File: config.mk
export PLATFORM = sky130hd
export DESIGN_NAME = pwgate_top
export DESIGN_NICKNAME = d
export VERILOG_FILES = /design/src/rtl/pwgate_pkg.sv /design/src/rtl/pwgate_locks.sv /design/src/rtl/pwgate_auth.sv /design/src/rtl/pwgate_store.sv /design/src/rtl/pwgate_top.sv
export SDC_FILE = /design/constraint.sdc
export NUM_CORES = 1
export LEC_CHECK = 0
export ABC_AREA = 0
export BUFFER_PORTS_ARGS = -buffer_cell sky130_fd_sc_hd__clkbuf_2
export CORE_MARGIN = 2
export CORE_UTILIZATION = 60
export DETAILED_ROUTE_END_ITERATION = 7
export PLACE_DENSITY = 0.78
export SETUP_SLACK_MARGIN = 0.1
export SLEW_MARGIN = 20
export SYNTH_ARGS = -nofsm -noshare
export SYNTH_HDL_FRONTEND = slang
export SYNTH_SLANG_ARGS = --single-unit
export TNS_END_PERCENT = 10
File: constraint.sdc
create_clock -name clk -period 2.86 [get_ports clk]
set_clock_uncertainty 0.05 [all_clocks]
set_input_delay 0.286 -clock clk [delete_from_list [all_inputs] [get_ports clk]]
set_output_delay 0.286 -clock clk [all_outputs]
set_load 0.01 [all_outputs]
File: src/rtl/pwgate_pkg.sv
package pwgate_pkg;
   typedef enum logic [2:0] {
      OP_READ   = 3'd0,
      OP_WRITE  = 3'd1,
      OP_WRLOCK = 3'd2,
      OP_CHKPW  = 3'd3,
      OP_WRPW   = 3'd4,
      OP_WRCFG  = 3'd5,
      OP_RSV6   = 3'd6,
      OP_RSV7   = 3'd7
   } op_e;

   localparam int CFG_PWMODE_BIT = 0;
endpackage

File: src/rtl/pwgate_locks.sv
module pwgate_locks #(
   parameter int N = 8
) (
   input  logic         clk,
   input  logic         rst_n,
   input  logic         upd_en,
   input  logic [N+1:0] upd_data,
   output logic [N-1:0] user_lock,
   output logic         cfg_lock,
   output logic         pw_lock
);
   always_ff @(posedge clk or negedge rst_n) begin
      if (!rst_n) begin
         user_lock <= '0;
         cfg_lock  <= 1'b0;
         pw_lock   <= 1'b0;
      end else if (upd_en) begin
         user_lock <= user_lock | upd_data[N-1:0];
         if (!cfg_lock) begin
            cfg_lock <= upd_data[N];
            pw_lock  <= upd_data[N+1];
         end
      end
   end

   // no user lock bit ever falls
   a_r6_user_lock_sticky: assert property (@(posedge clk) disable iff (!rst_n)
      $past(rst_n) |-> ((user_lock & $past(user_lock)) == $past(user_lock)));

   // a set configuration lock freezes both page-lock bits
   a_r8_locks_frozen: assert property (@(posedge clk) disable iff (!rst_n)
      ($past(rst_n) && $past(cfg_lock)) |-> (cfg_lock && $stable(pw_lock)));
endmodule

File: src/rtl/pwgate_auth.sv
module pwgate_auth #(
   parameter bit PW_FEATURE = 1'b1
) (
   input  logic clk,
   input  logic rst_n,
   input  logic set_i,
   input  logic clr_i,
   input  logic pw_mode_i,
   output logic authorized_o
);
   generate
      if (PW_FEATURE) begin : g_latch
         logic latch_q;
         always_ff @(posedge clk or negedge rst_n) begin
            if (!rst_n)     latch_q <= 1'b0;
            else if (clr_i) latch_q <= 1'b0;
            else if (set_i) latch_q <= 1'b1;
         end
         assign authorized_o = latch_q | ~pw_mode_i;

         // a mismatch returns the latch to its power-up value
         a_r3_latch_cleared: assert property (@(posedge clk) disable iff (!rst_n)
            clr_i |=> !latch_q);
         // a matching check sets the latch
         a_r2_latch_set: assert property (@(posedge clk) disable iff (!rst_n)
            (set_i && !clr_i) |=> latch_q);
      end else begin : g_open
         logic unused_w;
         assign unused_w     = set_i ^ clr_i ^ pw_mode_i ^ clk ^ rst_n;
         assign authorized_o = 1'b1;
      end
   endgenerate
endmodule

File: src/rtl/pwgate_store.sv
module pwgate_store #(
   parameter int              N       = 8,
   parameter int              WORD_W  = 32,
   parameter logic [WORD_W-1:0] PW_INIT = '0,
   localparam int             UIW     = $clog2(N),
   localparam int             PAW     = $clog2(N + 2)
) (
   input  logic              clk,
   input  logic              rst_n,
   input  logic              wr_user_en,
   input  logic [UIW-1:0]    wr_user_idx,
   input  logic              wr_cfg_en,
   input  logic              wr_pw_en,
   input  logic [WORD_W-1:0] wdata,
   input  logic [PAW-1:0]    rd_idx,
   output logic [WORD_W-1:0] cfg_word,
   output logic [WORD_W-1:0] pw_word,
   output logic [WORD_W-1:0] rd_word
);
   localparam logic [PAW-1:0] PG_CFG = PAW'(N);

   logic [WORD_W-1:0] page_q [N];

   generate
      for (genvar g = 0; g < N; g++) begin : g_page
         always_ff @(posedge clk or negedge rst_n) begin
            if (!rst_n)
               page_q[g] <= '0;
            else if (wr_user_en && (wr_user_idx == UIW'(g)))
               page_q[g] <= wdata;
         end
      end
   endgenerate

   always_ff @(posedge clk or negedge rst_n) begin
      if (!rst_n) begin
         cfg_word <= '0;
         pw_word  <= PW_INIT;
      end else begin
         if (wr_cfg_en) cfg_word <= wdata;
         if (wr_pw_en)  pw_word  <= wdata;
      end
   end

   always_comb begin
      if (rd_idx < PG_CFG)       rd_word = page_q[rd_idx[UIW-1:0]];
      else if (rd_idx == PG_CFG) rd_word = cfg_word;
      else                       rd_word = '0;
   end
endmodule

File: src/rtl/pwgate_top.sv
module pwgate_top
   import pwgate_pkg::*;
#(
   parameter int                N          = 8,
   parameter int                WORD_W     = 32,
   parameter bit                PW_FEATURE = 1'b1,
   parameter logic [WORD_W-1:0] PW_INIT    = WORD_W'(32'hC0DE_5EED),
   localparam int               UIW        = $clog2(N),
   localparam int               PAW        = $clog2(N + 2)
) (
   input  logic              clk,
   input  logic              rst_n,
   input  logic              cmd_valid,
   input  logic [2:0]        cmd_op,
   input  logic [PAW-1:0]    cmd_page,
   input  logic [WORD_W-1:0] cmd_data,
   output logic              grant,
   output logic              deny,
   output logic              abort,
   output logic [WORD_W-1:0] rd_data
);
   localparam logic [PAW-1:0] PG_CFG = PAW'(N);
   localparam logic [PAW-1:0] PG_PW  = PAW'(N + 1);

   generate
      if (N < 2)            begin : g_bad_n $error("pwgate_top: N must be at least 2"); end
      if (WORD_W < N + 2)   begin : g_bad_w $error("pwgate_top: WORD_W must hold N+2 lock bits"); end
   endgenerate

   op_e               op;
   logic              is_user, page_locked, pw_match, authorized, ok;
   logic              accept, refuse, bad_pw;
   logic [N-1:0]      user_lock;
   logic              cfg_lock, pw_lock;
   logic [WORD_W-1:0] cfg_word, pw_word, rd_word;

   assign op          = op_e'(cmd_op);
   assign is_user     = cmd_page < PG_CFG;
   assign page_locked = is_user ? user_lock[cmd_page[UIW-1:0]] : 1'b1;
   assign pw_match    = (cmd_data == pw_word);

   always_comb begin
      unique case (op)
         OP_READ:   ok = authorized & (is_user | (cmd_page == PG_CFG));
         OP_WRITE:  ok = authorized & is_user & ~page_locked;
         OP_WRLOCK: ok = authorized;
         OP_CHKPW:  ok = pw_match;
         OP_WRPW:   ok = authorized & ~pw_lock;
         OP_WRCFG:  ok = authorized & ~cfg_lock;
         default:   ok = 1'b0;
      endcase
   end

   assign accept = cmd_valid & ok;
   assign refuse = cmd_valid & ~ok;
   assign bad_pw = cmd_valid & (op == OP_CHKPW) & ~pw_match;

   pwgate_locks #(.N(N)) locks_i (
      .clk       (clk),
      .rst_n     (rst_n),
      .upd_en    (accept && (op == OP_WRLOCK)),
      .upd_data  (cmd_data[N+1:0]),
      .user_lock (user_lock),
      .cfg_lock  (cfg_lock),
      .pw_lock   (pw_lock)
   );

   pwgate_auth #(.PW_FEATURE(PW_FEATURE)) auth_i (
      .clk          (clk),
      .rst_n        (rst_n),
      .set_i        (accept && (op == OP_CHKPW)),
      .clr_i        (bad_pw),
      .pw_mode_i    (cfg_word[CFG_PWMODE_BIT]),
      .authorized_o (authorized)
   );

   pwgate_store #(.N(N), .WORD_W(WORD_W), .PW_INIT(PW_INIT)) store_i (
      .clk         (clk),
      .rst_n       (rst_n),
      .wr_user_en  (accept && (op == OP_WRITE)),
      .wr_user_idx (cmd_page[UIW-1:0]),
      .wr_cfg_en   (accept && (op == OP_WRCFG)),
      .wr_pw_en    (accept && (op == OP_WRPW)),
      .wdata       (cmd_data),
      .rd_idx      (cmd_page),
      .cfg_word    (cfg_word),
      .pw_word     (pw_word),
      .rd_word     (rd_word)
   );

   always_ff @(posedge clk or negedge rst_n) begin
      if (!rst_n) begin
         grant   <= 1'b0;
         deny    <= 1'b0;
         abort   <= 1'b0;
         rd_data <= '0;
      end else begin
         grant   <= accept;
         deny    <= refuse;
         abort   <= bad_pw;
         rd_data <= (accept && (op == OP_READ)) ? rd_word : '0;
      end
   end

   // locked out until the password latch is set
   a_r1_locked_out: assert property (@(posedge clk) disable iff (!rst_n)
      (cmd_valid && cfg_word[CFG_PWMODE_BIT] && !authorized && (op != OP_CHKPW)) |=> deny);
   // the password page never appears on rd_data
   a_r4_pw_unreadable: assert property (@(posedge clk) disable iff (!rst_n)
      (cmd_valid && (op == OP_READ) && (cmd_page >= PG_PW)) |=> (deny && (rd_data == '0)));
   // a locked page is never written, latch or not
   a_r7_locked_write: assert property (@(posedge clk) disable iff (!rst_n)
      (cmd_valid && (op == OP_WRITE) && is_user && user_lock[cmd_page[UIW-1:0]]) |=> !grant);
   // grant and deny never together, never without a command
   a_r11_exclusive: assert property (@(posedge clk) disable iff (!rst_n)
      $onehot0({grant, deny}));
   a_r11_no_spurious: assert property (@(posedge clk) disable iff (!rst_n)
      ($past(rst_n) && !$past(cmd_valid)) |-> (!grant && !deny));
   // an abort is always a refusal
   a_r3_abort_denies: assert property (@(posedge clk) disable iff (!rst_n)
      abort |-> deny);
endmodule

# Word-level counts from Yosys, hierarchy flattened
# Cells that the tools add are included.
# totals
in_bits	42
regBits	366
out_inout_bits	35
# classes
order_cmp	3
n_mux	13
reduce_logical	18
n_eq_ne	14
bitwise_logic	19
# op_table
cell	n
32-bit 2-to-1 mux	5
32-bit binary-select mux with 3-bit select	1
32-bit == test	1
3-bit == test (second input constant)	6
1-bit logical AND	14
3-bit by 2-bit == test with 1-bit output (second input constant)	4
1-bit AND	9
8-bit bitwise OR	1
3-bit by 1-bit == test with 1-bit output (second input constant)	2
3-bit logical NOT	2
1-bit NOT	6
1-bit one-hot mux with 6 select lines	1
1-bit 2-to-1 mux	5
4-bit == test (second input constant)	1
4-bit greater-or-equal comparator (second input constant)	1
3-bit by 4-bit < comparator with 1-bit output (second input constant)	1
4-bit < comparator (second input constant)	1
3-bit NOT with 4-bit output	1
1-bit binary-select mux with 3-bit select	1
1-bit bitwise OR	2
2-bit AND reduction	1
2-bit nonzero test	1

# Longest topological paths before layout
# logic_depth
word_depth	10
mapped_depth	8

# Hierarchy
# Synthesis repeated with hierarchy kept, for this count alone.
# hier_totals
cells_unflattened	1194
hier_area_um2	16577.1
# by_module_without_submodules
mod	area_per_inst_um2	seq_area_each_um2	cells_each	instances
pwgate_store	14453.9	8031.5	1024	1
pwgate_top	1712.9	875.8	145	1
pwgate_locks	369.1	250.2	22	1
pwgate_auth	41.3	25.0	3	1

# Worst setup path before layout
# Ideal clock, no wire load.
# synth_path
path_kind	input -> register
from	input cmd_page[2]
to	register store_i.cfg_word[1]
arrival_ns	2.284
n_path_buf	3
setup_ns	0.125
setup_slack_ns	0.402
stages	8
path_cell_list	buf_2 or3_1 a221oi_4 and2_1 and4_1 clkbuf_2 buf_6 mux2_2
# synth_via
elab_chain_len	8
# synth_rtl
item	line_no	text
from (decl)	pwgate_top.sv:15	input logic [PAW-1:0] cmd_page,
1-bit binary-select mux with 3-bit select	pwgate_top.sv:39	assign page_locked = is_user ? user_lock[cmd_page[UIW-1:0]] : 1'b1;
1-bit 2-to-1 mux (implied by the code)	pwgate_top.sv:39	
1-bit 2-to-1 mux	pwgate_top.sv:39	
1-bit NOT	pwgate_top.sv:45	OP_WRITE: ok = authorized & is_user & ~page_locked;
1-bit AND	pwgate_top.sv:45	
1-bit one-hot mux with 6 select lines (*)	pwgate_top.sv:43	unique case (op)
1-bit AND (*)	pwgate_top.sv:54	assign accept = cmd_valid & ok;
1-bit logical AND (*)	pwgate_top.sv:82	.wr_cfg_en (accept && (op == OP_WRCFG)),
to (signal assigned)	pwgate_store.sv:40	if (wr_cfg_en) cfg_word <= wdata;
to (decl)	pwgate_store.sv:16	output logic [WORD_W-1:0] cfg_word,
# Mark *: on every way between the ends. The rest lies on a longest branch, timed or not. The select of a mux whose other input is x is not followed.
# A chain may end at the register's enable or synchronous reset.

# Final worst setup path
# layout_path
from	register locks_i.cfg_lock
to	register store_i.cfg_word[30]
# layout_via
elab_chain_len	5
# layout_rtl
item	line_no	text
from (decl)	pwgate_locks.sv:9	output logic cfg_lock,
from (signal assigned)	pwgate_locks.sv:20	cfg_lock <= upd_data[N];
1-bit NOT (no line)	n/a	
1-bit AND	pwgate_top.sv:49	OP_WRCFG: ok = authorized & ~cfg_lock;
1-bit one-hot mux with 6 select lines	pwgate_top.sv:43	
1-bit AND	pwgate_top.sv:54	
1-bit logical AND	pwgate_top.sv:82	
# No other way between the ends.

==> flow_summary.toml <==
[job]
maxCapViolCount = 0

[detailed_routing]
vias = 9251
wire_per_inst_um = 23.1
viasPerCell = 6.13
top_layer = "met5"
dr.first_iter.drc_count = 580
met2_length_mm = 17.5
detail-route-antenna-nets = 0
wl_mm = 35.0
met3_length_mm = 1.50
drtPass1Iterations = 5
wl_met1_mm = 15.3
drc = 0

[hold_path]
hold_depth = 2
worstHoldStart = "cmd_data[31]"
hp-class = "in -> reg"

[critical_path]
crit_end = "store_i.cfg_word[30]"
path_max_fanout = 16
endpoint_kind = "flip-flop"
reg2reg_from = "locks_i.cfg_lock"
critPathMaxStageDelay_ps = 390
critPathLaunchType = "flip-flop"
rrSetupSlack_ps = 650
r2r-end = "store_i.cfg_word[30]"
crit_path_cell_trace = "nand3b_1, a221oi_4, and2_1, and4_2, buf_4, mux2_2"
crit_start = "locks_i.cfg_lock"
cp_data_required_time_ps = 3200
path_class = "reg -> reg"
cp_slowest_cell = "dfrtp_1"
arrival_ps = 2550
reg2reg_depth = 6

[grt]
antenna_found_initial = 1
gr-usage-all-layers_pct = 25.8
grt_max_degree = 80
grt_pass1_wl_mm = 56.0
grt_pass1_vias = 9762
grt-ovfl-total = 0

[timing]
rsz0062_at_grt = "no"
tightest_slew_ps = 855
fin_crit_sh_pct = 77.2
finalMaxSlewViolations = 0
timing.fmax_ghz = 0.453
worst_slack_ps = 653
period_minus_slack_ps = 2210
relSlewSlack_pct = 43.0
hold_slack_ps = 132
hold_viol = 0
fin_tns_setup_ps = 0
finalSetupViolations = 0

[power]
power_w = 0.0125
powerDensity_nw_per_um2 = 684
leakage_nw = 8.72
irDropWorstVdd_mv = 0.379

[floorplanning]
die_y_um = 168
die_area_um2 = 28300
pin_count = 77
core.rowCount = 60
fp.dieW_um = 168
coreArea_um2 = 26700
start_util_pct = 60.4

[logic_synthesis]
avgSynthCellArea_um2 = 15.0
synth_seq_cells = 366
ys_types = 32
yosysWarnings = 0
yosys_most_used_dff = "dfrtp_1"
netlist_area_um2 = 16200
syn-num-nets = 1117
synth_edf_count = 0
yosysSeqAreaShare_pct = 56.8
async_reset_ff_share_pct = 100
syn_inst = 1075

[cells_and_area]
syn_to_final_growth_pct = 13.5
fin_cells = 1510
layout_common_cells = "dfrtp_1 (347), mux2_2 (322), clkbuf_2 (73), nor2_1 (67), mux4_2 (64)"
nets = 1181
drive_gt1_share_pct = 50.8
nFillCells = 1813
final_common_cell = "dfrtp_1"

[placement]
portBuffers = 76
dp_cells = 1439
preCtsSetupSlack_ps = 395
place_hpwl_mm = 21.0
place_congestion = 0.843

[clocking]
ctsHtreeMaxLevel = 2
clock_latency_ps = 520
cts_tree = "done"
clk_pin_slew_worst_paths_ps = 60
cts_buffers = 38
cts-root-buf = "clkbuf_16"
clock_sinks = 366
clockBufferDepth = 3

[status]
status = "finished, final reports clean"
-- repair_timing --
item	4_1_cts	5_1_grt
hold buffers	1	0
buffers inserted	0	0
resized for setup	0	0
endpoints found under the hold margin	59	0
-- logic make-up (layout without fill, tap and decap cells) --
| logic type | count (synthesis) | after routing | synth area share [%] |
|---|---|---|---|
| flip-flops | 366 | 366 | 56.8 |
| buffers and inverters | 97 | 190 | 2.68 |
| AO/OA/AOI/OAI | 57 | 57 | 2.30 |
| multiplexers | 422 | 422 | 33.6 |
| other | 0 | 1 | 0 |
| AND/OR/NAND/NOR | 101 | 101 | 2.84 |
| XOR/XNOR | 32 | 32 | 1.73 |
-- layout make-up --
type / instances / area (µm²) / area share [%]
clock inverters: 5 / 28.8 / 0.157
repair buffers: 119 / 796 / 4.34
clock buffers: 64 / 1200 / 6.54
inverters: 2 / 7.51 / 0.0409
diodes: 1 / 2.50 / 0.0136
flip-flops and latches: 366 / 9180 / 50.1
multi-input cells: 612 / 6700 / 36.5
well taps: 341 / 427 / 2.33
-- how the worst min path moves through the flow --
| stage | end | slack, ps |
|---|---|---|
| 6_report | store_i.cfg_word[31] | 130 |
| 5_1_grt | grant | 130 |
| 4_1_cts | abort | 110 |
| 3_5_place_dp | store_i.page_q[70] | 250 |
| 3_3_place_gp | rd_data[6] | 240 |
| 2_1_floorplan | abort | -60 |
-- registers in the layout (all words and copies together) (netlist names) --
name,cells
store_i.pw_word,32
abort,1
auth_i.g_latch.latch_q,1
store_i.cfg_word,32
locks_i.cfg_lock,1
grant,1
store_i.page_q,256
locks_i.pw_lock,1
deny,1
rd_data,32
locks_i.user_lock,8
-- synthesized netlist by cell type, drive strengths merged (3+ instances only) --
cell type	n	area share, %
clkbuf	53	1.2
buf	42	1.4
dfstp	19	3.1
nor2	67	1.6
nor2b	5	0.19
and2	3	0.12
dfrtp	347	54
o2111ai	8	0.43
a21oi	34	1.1
mux4	64	8.9
xnor2	32	1.7
nand4	9	0.35
mux2	322	22
a21o	10	0.46
mux2i	36	2.2
nor4	4	0.15
-- critical path: cells and delay by family, from the launching register on --
kind / cells / cell delay [ps]
AO/OA/AOI/OAI: 1 / 280
buffers and inverters: 1 / 290
multiplexers: 1 / 370
flip-flops: 1 / 390
AND/OR/NAND/NOR: 3 / 680
-- stage by stage --
step	area, µm²	util, %
after floorplan	16200	-
after global placement	17100	64.0
after detailed placement	17100	64.0
after CTS	18300	68.6
after global routing	18300	68.6
final	18300	68.6
-- metal layers --
metal	GRT usage, %	vias up
met2	42.8	193
met5	0	-
met4	6.45	2
met1	36.8	4989
met3	3.64	52
li1	-	4015
-- report_power, final --
part / switching, W / internal (W) / total, W
Combinational: 0.000665 / 0.000851 / 0.00152
Clock: 0.00195 / 0.00285 / 0.00481
Sequential: 0.000352 / 0.00587 / 0.00623
Total: 0.00297 / 0.00958 / 0.0125
Power figures use the tool's default switching activity.
